===== config.mk =====
export PLATFORM = sky130hd
export DESIGN_NAME = clkdiv_ctrl
export DESIGN_NICKNAME = d
export VERILOG_FILES = /design/src/rtl/clkdiv_pkg.sv /design/src/rtl/clkdiv_regs.sv /design/src/rtl/clkdiv_prescaler.sv /design/src/rtl/clkdiv_strobe.sv /design/src/rtl/clkdiv_ctrl.sv
export SDC_FILE = /design/constraint.sdc
export NUM_CORES = 1
export LEC_CHECK = 0
export BUFFER_PORTS_ARGS = -buffer_cell sky130_fd_sc_hd__buf_2
export CAP_MARGIN = 10
export CORE_MARGIN = 5
export CORE_UTILIZATION = 36
export CTS_CLUSTER_DIAMETER = 100
export DETAILED_ROUTE_END_ITERATION = 10
export GPL_TIMING_DRIVEN = 0
export PLACE_DENSITY_LB_ADDON = 0.2
export REMOVE_ABC_BUFFERS = 1
export SYNTH_ARGS = -nofsm -noshare
export SYNTH_HDL_FRONTEND = slang
export SYNTH_SLANG_ARGS = --single-unit

===== constraint.sdc =====
create_clock -name clk -period 2.41 [get_ports clk]
set_clock_uncertainty 0.05 [all_clocks]
set_input_delay 0 -clock clk [delete_from_list [all_inputs] [get_ports clk]]
set_output_delay 0 -clock clk [all_outputs]
set_load 0.02 [all_outputs]

===== src/rtl/clkdiv_pkg.sv =====
// Shared constants and types for the clock divider control block.
// Assumes a byte-wide register with the mode bit and the ratio code at
// fixed positions that software depends on.
package clkdiv_pkg;
    localparam int REG_W    = 8;
    localparam int MODE_BIT = 5;
    localparam int SEL_W    = 3;

    typedef enum logic {
        MODE_BM_ONLY = 1'b0,
        MODE_CHIP    = 1'b1
    } div_mode_e;
endpackage


===== src/rtl/clkdiv_regs.sv =====
// Control register with the write-ordering rule.
// Holds the mode bit and the ratio code. A write that changes both at
// once updates only the mode and sets a sticky error flag. Bits with no
// function are never stored and read back as zero.
module clkdiv_regs
    import clkdiv_pkg::*;
(
    input  logic             clk,
    input  logic             rst_n,
    input  logic             wr_en,
    input  logic [REG_W-1:0] wr_data,
    output div_mode_e        mode,
    output logic [SEL_W-1:0] sel,
    output logic             seq_err,
    output logic [REG_W-1:0] rd_data
);
    logic conflict;

    // Detect a write that changes the mode and the code together.
    always_comb begin
        conflict = (wr_data[MODE_BIT] != logic'(mode)) &&
                   (wr_data[SEL_W-1:0] != sel);
    end

    // Register update with the ordering rule applied.
    always_ff @(posedge clk) begin
        if (!rst_n) begin
            mode    <= MODE_BM_ONLY;
            sel     <= '0;
            seq_err <= 1'b0;
        end else if (wr_en) begin
            mode <= div_mode_e'(wr_data[MODE_BIT]);
            if (!conflict) begin
                sel <= wr_data[SEL_W-1:0];
            end else begin
                seq_err <= 1'b1;
            end
        end
    end

    // Readback: only the mode bit and the code are stored.
    always_comb begin
        rd_data                 = '0;
        rd_data[MODE_BIT]       = logic'(mode);
        rd_data[SEL_W-1:0]      = sel;
    end

    // a write that changes both fields must leave the code unchanged
    p_order_keep_r6: assert property (@(posedge clk) disable iff (!rst_n)
        (wr_en && conflict) |=> (sel == $past(sel)) && seq_err);

    // the error flag is sticky
    p_err_sticky_r7: assert property (@(posedge clk) disable iff (!rst_n)
        seq_err |=> seq_err);

    // the flag rises only after a write that breaks the ordering rule
    p_err_cause_r7: assert property (@(posedge clk) disable iff (!rst_n)
        $rose(seq_err) |-> $past(wr_en && conflict));
endmodule


===== src/rtl/clkdiv_prescaler.sv =====
// Free-running prescaler shared by all dividers.
// Clears in reset and then counts up by one every base-clock cycle,
// wrapping naturally. All strobes are decoded from this one count so
// they stay phase-aligned with each other.
module clkdiv_prescaler #(
    parameter int PRESC_W = 5
) (
    input  logic               clk,
    input  logic               rst_n,
    output logic [PRESC_W-1:0] count
);
    // Increment every cycle, clear in reset.
    always_ff @(posedge clk) begin
        if (!rst_n) begin
            count <= '0;
        end else begin
            count <= count + 1'b1;
        end
    end

    // the prescaler advances by exactly one per cycle
    p_count_step_r8: assert property (@(posedge clk) disable iff (!rst_n)
        $past(rst_n) |-> (count == PRESC_W'($past(count) + 1'b1)));
endmodule


===== src/rtl/clkdiv_strobe.sv =====
// One divider channel.
// Produces a single-cycle strobe whenever the low act_k bits of the
// shared prescaler are all ones. The requested exponent is adopted only
// in a strobe cycle, so a period in progress is never cut short.
// Assumes tgt_k never exceeds PRESC_W.
module clkdiv_strobe #(
    parameter int PRESC_W = 5,
    parameter int K_W     = 3
) (
    input  logic               clk,
    input  logic               rst_n,
    input  logic [PRESC_W-1:0] count,
    input  logic [K_W-1:0]     tgt_k,
    output logic               strobe
);
    logic [K_W-1:0]     act_k;
    logic [PRESC_W-1:0] low_mask;

    // Mask of the prescaler bits that take part in this ratio.
    always_comb begin
        low_mask = ~({PRESC_W{1'b1}} << act_k);
        strobe   = &(count | ~low_mask);
    end

    // Adopt a new exponent only at the end of the current period.
    always_ff @(posedge clk) begin
        if (!rst_n) begin
            act_k <= '0;
        end else if (strobe) begin
            act_k <= tgt_k;
        end
    end

    // the exponent holds between strobes
    p_switch_boundary_r9: assert property (@(posedge clk) disable iff (!rst_n)
        !strobe |=> $stable(act_k));

    // a divided strobe is one cycle wide
    p_single_pulse_r8: assert property (@(posedge clk) disable iff (!rst_n)
        (strobe && act_k != '0 && tgt_k != '0) |=> !strobe);
endmodule


===== src/rtl/clkdiv_ctrl.sv =====
// Top level of the dual-mode clock divider control.
// Decodes the mode and the ratio code into one target exponent per
// channel. Channel 0 times the chip-wide enable and channel 1 the
// bus master. The bus-master enable is the AND of both strobes, so it
// runs at the slower of the two ratios and never pulses unless the chip
// enable pulses too. Codes with no ratio in a mode mean full speed.
module clkdiv_ctrl
    import clkdiv_pkg::*;
#(
    parameter int PRESC_W    = 5,
    parameter int BM_MAX_K   = 5,
    parameter int CHIP_MAX_K = 3
) (
    input  logic       clk,
    input  logic       rst_n,
    input  logic       wr_en,
    input  logic [7:0] wr_data,
    output logic [7:0] rd_data,
    output logic       bm_en,
    output logic       chip_en,
    output logic       clkout_en,
    output logic       seq_err
);
    localparam int K_W    = $clog2(PRESC_W + 1);
    localparam int N_CHAN = 2;
    localparam int CH_CHIP = 0;
    localparam int CH_BM   = 1;

    div_mode_e          mode;
    logic [SEL_W-1:0]   sel;
    logic [PRESC_W-1:0] count;
    logic [K_W-1:0]     tgt_k [N_CHAN];
    logic [N_CHAN-1:0]  stb;

    clkdiv_regs u_regs (
        .clk     (clk),
        .rst_n   (rst_n),
        .wr_en   (wr_en),
        .wr_data (wr_data),
        .mode    (mode),
        .sel     (sel),
        .seq_err (seq_err),
        .rd_data (rd_data)
    );

    clkdiv_prescaler #(.PRESC_W(PRESC_W)) u_presc (
        .clk   (clk),
        .rst_n (rst_n),
        .count (count)
    );

    // Map the code to an exponent per channel; codes beyond a limit mean full speed.
    always_comb begin
        tgt_k[CH_CHIP] = '0;
        tgt_k[CH_BM]   = '0;
        if (mode == MODE_CHIP) begin
            if (int'(sel) <= CHIP_MAX_K) tgt_k[CH_CHIP] = K_W'(sel);
        end else begin
            if (int'(sel) <= BM_MAX_K) tgt_k[CH_BM] = K_W'(sel);
        end
    end

    for (genvar g = 0; g < N_CHAN; g++) begin : g_chan
        clkdiv_strobe #(.PRESC_W(PRESC_W), .K_W(K_W)) u_stb (
            .clk    (clk),
            .rst_n  (rst_n),
            .count  (count),
            .tgt_k  (tgt_k[g]),
            .strobe (stb[g])
        );
    end

    // Drive the enables from the channel strobes.
    always_comb begin
        chip_en   = stb[CH_CHIP];
        clkout_en = stb[CH_CHIP];
        bm_en     = stb[CH_CHIP] & stb[CH_BM];
    end

    // the bus master never runs without the chip clock
    p_bm_within_chip_r10: assert property (@(posedge clk) disable iff (!rst_n)
        bm_en |-> chip_en);

    // in the bus-master-only mode, after a chip strobe at full target the next cycle strobes too
    p_chip_full_r3: assert property (@(posedge clk) disable iff (!rst_n)
        (mode == MODE_BM_ONLY && chip_en) |=> chip_en);
endmodule


== Yosys cells after proc, flatten, opt, wreduce, memory -nomap -nowiden ==
Cells that the tools add are included.

* $add $sub $neg: 1
* Multipliers: 0
* Div/mod/pow operators: 0
* Order comparisons: 2
* Eq/ne operators: 2
* Shift-type cells: 2
* Muxes and demuxes: 4
* Bitwise gates (word level): 8
* Reduce and logical (&&, ||, !) cells: 5

{| class="wikitable"
|+ Operators with widths
! operator !! count
|-
| $not A5 Y5 || 4
|-
| $mux W3 || 4
|-
| $or A5 B5 Y5 || 2
|-
| $reduce_and A5 Y1 || 2
|-
| $shl A5 B3 Y5 const A || 2
|-
| $add A5 B1 Y5 const B || 1
|-
| $reduce_and A2 Y1 || 2
|-
| $le A3 B2 Y1 const B || 1
|-
| $le A3 B3 Y1 const B || 1
|-
| $ne A3 B3 Y1 || 1
|-
| $and A1 B1 Y1 || 1
|-
| $logic_and A1 B1 Y1 || 1
|-
| $ne A1 B1 Y1 || 1
|-
| $not A1 Y1 || 1
|}

* Bits in registers: 16
* Latch bits: 0
* Bits in writable memories: 0
* Bits in read-only memories: 0
* Input bits: 11
* Output and inout bits: 12
* Logic and storage cells: 30
* Memories: 0

== Longest topological paths before layout ==
* Depth in word-level cells: 6
* Depth in mapped cells: 5
* Depth with buffers taken out: 4

== Hierarchy ==
From an unflattened synthesis, not the netlist that was laid out.

* Cell total of the unflattened synthesis: 101
* Area, all modules: 925.9 µm²

{| class="wikitable"
|+ By module, submodules not included
! module !! instances !! cells each !! area each (µm²) !! seq. area each (µm²)
|-
| clkdiv_strobe || 2 || 20 || 181.4 || 60.1
|-
| clkdiv_regs || 1 || 34 || 302.8 || 100.1
|-
| clkdiv_prescaler || 1 || 18 || 190.2 || 100.1
|-
| clkdiv_ctrl || 1 || 9 || 70.1 || 0.0
|}

== Least setup slack after synthesis ==
Ideal clock, no wire load.

* Kind: reg-to-output
* Start: reg u_presc.count[0]
* End: out bm_en
* Arrival: 1.312 ns
* Required time: 2.360 ns
* Path slack: 1.048 ns
* Stages on the path, launching flop included: 4
* Path buffers: 0
* Cells stage by stage: dfxtp_1 o21ba_2 o31a_1 nor3b_1

* Word-level cells in the longest chain between the ends: 3
* Elaborated cells on any way between the ends: 5
* Those cells by class: bitwise: 3; reduce/logical: 2

{| class="wikitable"
|+ Ends and longest elaborated chain
! item !! RTL line !! source
|-
| start: declaration || clkdiv_prescaler.sv:10 || <nowiki>output logic [PRESC_W-1:0] count</nowiki>
|-
| start signal: assignment || clkdiv_prescaler.sv:17 || <nowiki>count <= count + 1'b1;</nowiki>
|-
| $or A5 B5 Y5 || clkdiv_strobe.sv:22 || <nowiki>strobe = &(count | ~low_mask);</nowiki>
|-
| $reduce_and A5 Y1 || clkdiv_strobe.sv:22 ||
|-
| $and A1 B1 Y1 * || clkdiv_ctrl.sv:77 || <nowiki>bm_en = stb[CH_CHIP] & stb[CH_BM];</nowiki>
|-
| end: declaration || clkdiv_ctrl.sv:19 || <nowiki>output logic bm_en,</nowiki>
|}

Mark *: on every way between the ends. The rest lies on a longest branch, timed or not.

== Final worst setup path ==
* Start: reg u_regs.mode
* End: reg u_regs.sel[0]

* Word-level cells in the longest chain between the ends: 4

{| class="wikitable"
|+ Ends and longest elaborated chain
! item !! RTL line !! source
|-
| start: declaration || clkdiv_regs.sv:12 || <nowiki>output div_mode_e mode,</nowiki>
|-
| start signal: assignment || clkdiv_regs.sv:32 || <nowiki>mode <= div_mode_e'(wr_data[MODE_BIT]);</nowiki>
|-
| $ne A1 B1 Y1 || clkdiv_regs.sv:21 || <nowiki>conflict = (wr_data[MODE_BIT] != logic'(mode)) &&</nowiki>
|-
| $logic_and A1 B1 Y1 || clkdiv_regs.sv:21 ||
|-
| $not A1 Y1 (no source line) || -- ||
|-
| $reduce_and A2 Y1 (no source line) || -- ||
|-
| end signal: assignment || clkdiv_regs.sv:34 || <nowiki>sel <= wr_data[SEL_W-1:0];</nowiki>
|-
| end: declaration || clkdiv_regs.sv:13 || <nowiki>output logic [SEL_W-1:0] sel,</nowiki>
|}

No other way between the ends.
A chain may end at the register's enable or synchronous reset.

==> impl_metrics.tcl <==
set metrics [dict create \
    r2r_end "u_regs.sel[0]$_SDFFE_PN0P_" \
    holdPathStages 3 \
    drv_cap 0 \
    clkSlewWorstSetupHoldPaths_ns 0.10 \
    rows 17 \
    die_h_um 58.4 \
    grt_start_max_net_pins 21 \
    drt_wl_total_mm 1.64 \
    avgSynthCellArea_um2 8.80 \
    hold_class "in2reg" \
    ys_seq_area_share_pct 37.9 \
    synth-main-ff-cell "dfxtp_1" \
    setup.worst_path.start "u_regs.mode$_SDFFE_PN0P_" \
    vias_per_cell 4.92 \
    grt_pass1_wl_mm 2.94 \
    rr_startpoint "u_regs.mode$_SDFFE_PN0P_" \
    ys_ff_latch 16 \
    rsz0062_at_grt "no" \
    syn_area_um2 845 \
    cts_root_buffer "clkbuf_4" \
    crit_fanout 8 \
    synthArstFlopShare_pct 0 \
    path_class "reg2reg" \
    cts_tree "built" \
    synth_top_cell_by_area "dfxtp_1" \
    startpoint_type "flip-flop" \
    antenna_found_initial 0 \
    drt_iter0_markers 8 \
    setup_viol 0 \
    worst_slack_ns 0.567 \
    grt_pass1_vias 699 \
    r2r_cells 5 \
    clk_latency_ns 0.28 \
    cp_data_arrival_time_ns 2.03 \
    syn_inst 96 \
    synthTopCellsByCount "dfxtp_1 (16), nand2_1 (12), buf_4 (6), mux2i_1 (6), xnor2_1 (6)" \
    p_leak_nw 0.426 \
    drv_slew 0 \
    synth_cell_type_count 33 \
    die-area_um2 3410 \
    core-area_um2 2230 \
    endpoint_kind "flip-flop" \
    die_x_um 58.4 \
    hold_viol 0 \
    vias 703 \
    netlist.area_leader.share_pct 37.9 \
    finalCriticalPeriod_ns 1.84 \
    cts-htree-levels 1 \
    firstDrtPassIters 4 \
    n_antenna_cell 0 \
    peakVddDrop_v 0.000272 \
    grt_remaining_overflow 0 \
    critPathRequiredTime_ns 2.59 \
    port_buffers 14 \
    cts_buffers 3 \
    cts_buffer_depth 2 \
    synth.most_common_cell "dfxtp_1" \
    place_hpwl_mm 1.17 \
    fmax_mhz 542 \
    min_period_over_period_pct 76.5 \
    synth_edf_count 0 \
    status "complete, no violations" \
    r2r_setup_slack_ns 0.57 \
    cts_resized 0 \
    synth-warning-count 0 \
    gp_routability_congestion 0.762 \
    place_ws_ns 1.12 \
    endpoint "u_regs.sel[0]$_SDFFE_PN0P_" \
    start_util_pct 37.8 \
    setup-tns-final_ns 0 \
    postRouteAntennaNets 0 \
    powerDensity_nw_per_um2 604 \
    io_pins 23 \
    wire_per_inst_um 11.4 \
    synthTopCellsByArea "dfxtp_1 (38%), mux2i_1 (7.1%), xnor2_1 (6.2%)" \
    fin_nets 128 \
    grt_usage_pct 10.9 \
    drc 0 \
    final_layout_size_suffix_gt1_share_pct 19.1 \
    syn_to_final_growth_pct 18.8 \
    clock_sinks 16 \
]
==> routing by layer <==
layer  vias up  share of wire, %  GRT usage (%)
met2        19                45           16.9
li1        357                 -              -
met3         4               5.9           3.07
met4         0               1.7           4.97
met1       323                47           14.0
met5         -                 0              0
==> through the flow <==
step / hold slack, ns / utilization (%) / total power [W] / cells / cell area (µm²)
finish: 0.0150 / 44.9 / 0.000606 / 143 / 1000
global route: 0.0217 / 44.9 / 0.000643 / 143 / 1000
CTS: 0.000672 / 44.9 / 0.000613 / 143 / 1000
detailed placement: 0.221 / 40.6 / 0.000428 / 133 / 907
global placement: 0.218 / 40.6 / 0.000426 / 133 / 907
floorplan: 0.0717 / - / 0.000390 / 91 / 802
==> cells in the final DEF (no fill, tap or decap), drive strengths merged, types with 2 or more instances in the layout <==
| master | synthesis | final |
|---|---|---|
| nand3 | 5 | 5 |
| a21boi | 2 | 2 |
| nand4 | 3 | 3 |
| a21oi | 3 | 3 |
| and2 | 5 | 5 |
| o21ai | 3 | 3 |
| nand2b | 2 | 2 |
| xnor2 | 6 | 6 |
| buf | 7 | 14 |
| nand4b | 2 | 2 |
| inv | 4 | 4 |
| conb | 1 | 4 |
| dlygate4sd3 | 0 | 6 |
| mux2i | 6 | 6 |
| nor2b | 5 | 5 |
| clkbuf | 1 | 4 |
| dfxtp | 16 | 16 |
| nand2 | 12 | 12 |
==> cell type report <==
type | instances | area [µm²]
Fill cell | 236 | 1230
Multi-Input combinational cell | 71 | 467
Sequential cell | 16 | 320
Timing Repair Buffer | 20 | 130
Clock buffer | 4 | 36.3
Tap cell | 28 | 35.0
Inverter | 4 | 15.0
==> worst max-delay path, stage by stage (launching register included) <==
cell and delay [ns]:
dfxtp_1 0.49, xnor2_1 0.16, a31oi_1 0.19, nand2b_2 0.17, mux2i_1 0.18, dlygate4sd3_1 0.55
==> worst min-delay path by stage <==
stage,start,end,slack [ns]
floorplan,rst_n,u_presc.count[1]$_SDFF_PN0_,0.07
global placement,wr_data[1],u_regs.sel[1]$_SDFFE_PN0P_,0.22
detailed placement,wr_data[0],u_regs.sel[0]$_SDFFE_PN0P_,0.22
CTS,wr_en,u_regs.seq_err$_SDFFE_PN0P_,0.0007
global route,wr_en,u_regs.sel[1]$_SDFFE_PN0P_,0.02
finish,wr_en,u_regs.sel[1]$_SDFFE_PN0P_,0.02
==> power by group <==
group          internal, W  total [W]  switching (W)
combinational    0.0000587   0.000130      0.0000708
sequential        0.000281   0.000300      0.0000190
clock            0.0000918   0.000176      0.0000846
total             0.000432   0.000606       0.000174
==> kinds of logic after synthesis <==
| logic type | after synthesis | synth area share (%) |
|---|---|---|
| AND/OR/NAND/NOR | 38 | 25.2 |
| flip-flops | 16 | 37.9 |
| AO/OA/AOI/OAI | 15 | 12.4 |
| buffers and inverters | 12 | 8.15 |
| XOR/XNOR | 7 | 7.26 |
| multiplexers | 6 | 7.11 |
| adder cells (fa/ha/maj) | 1 | 1.48 |
| other | 1 | 0.444 |
==> registers in the layout (all words and copies together) (netlist names) <==
name	flops
g_chan.u_stb.act_k	6
u_presc.count	5
u_regs.sel	3
u_regs.mode	1
u_regs.seq_err	1
==> what timing repair did <==
item,CTS,global route
endpoints found under the hold margin,4,0
buffers inserted,0,0
hold buffers,6,0
(Power assumes the default switching activity.)
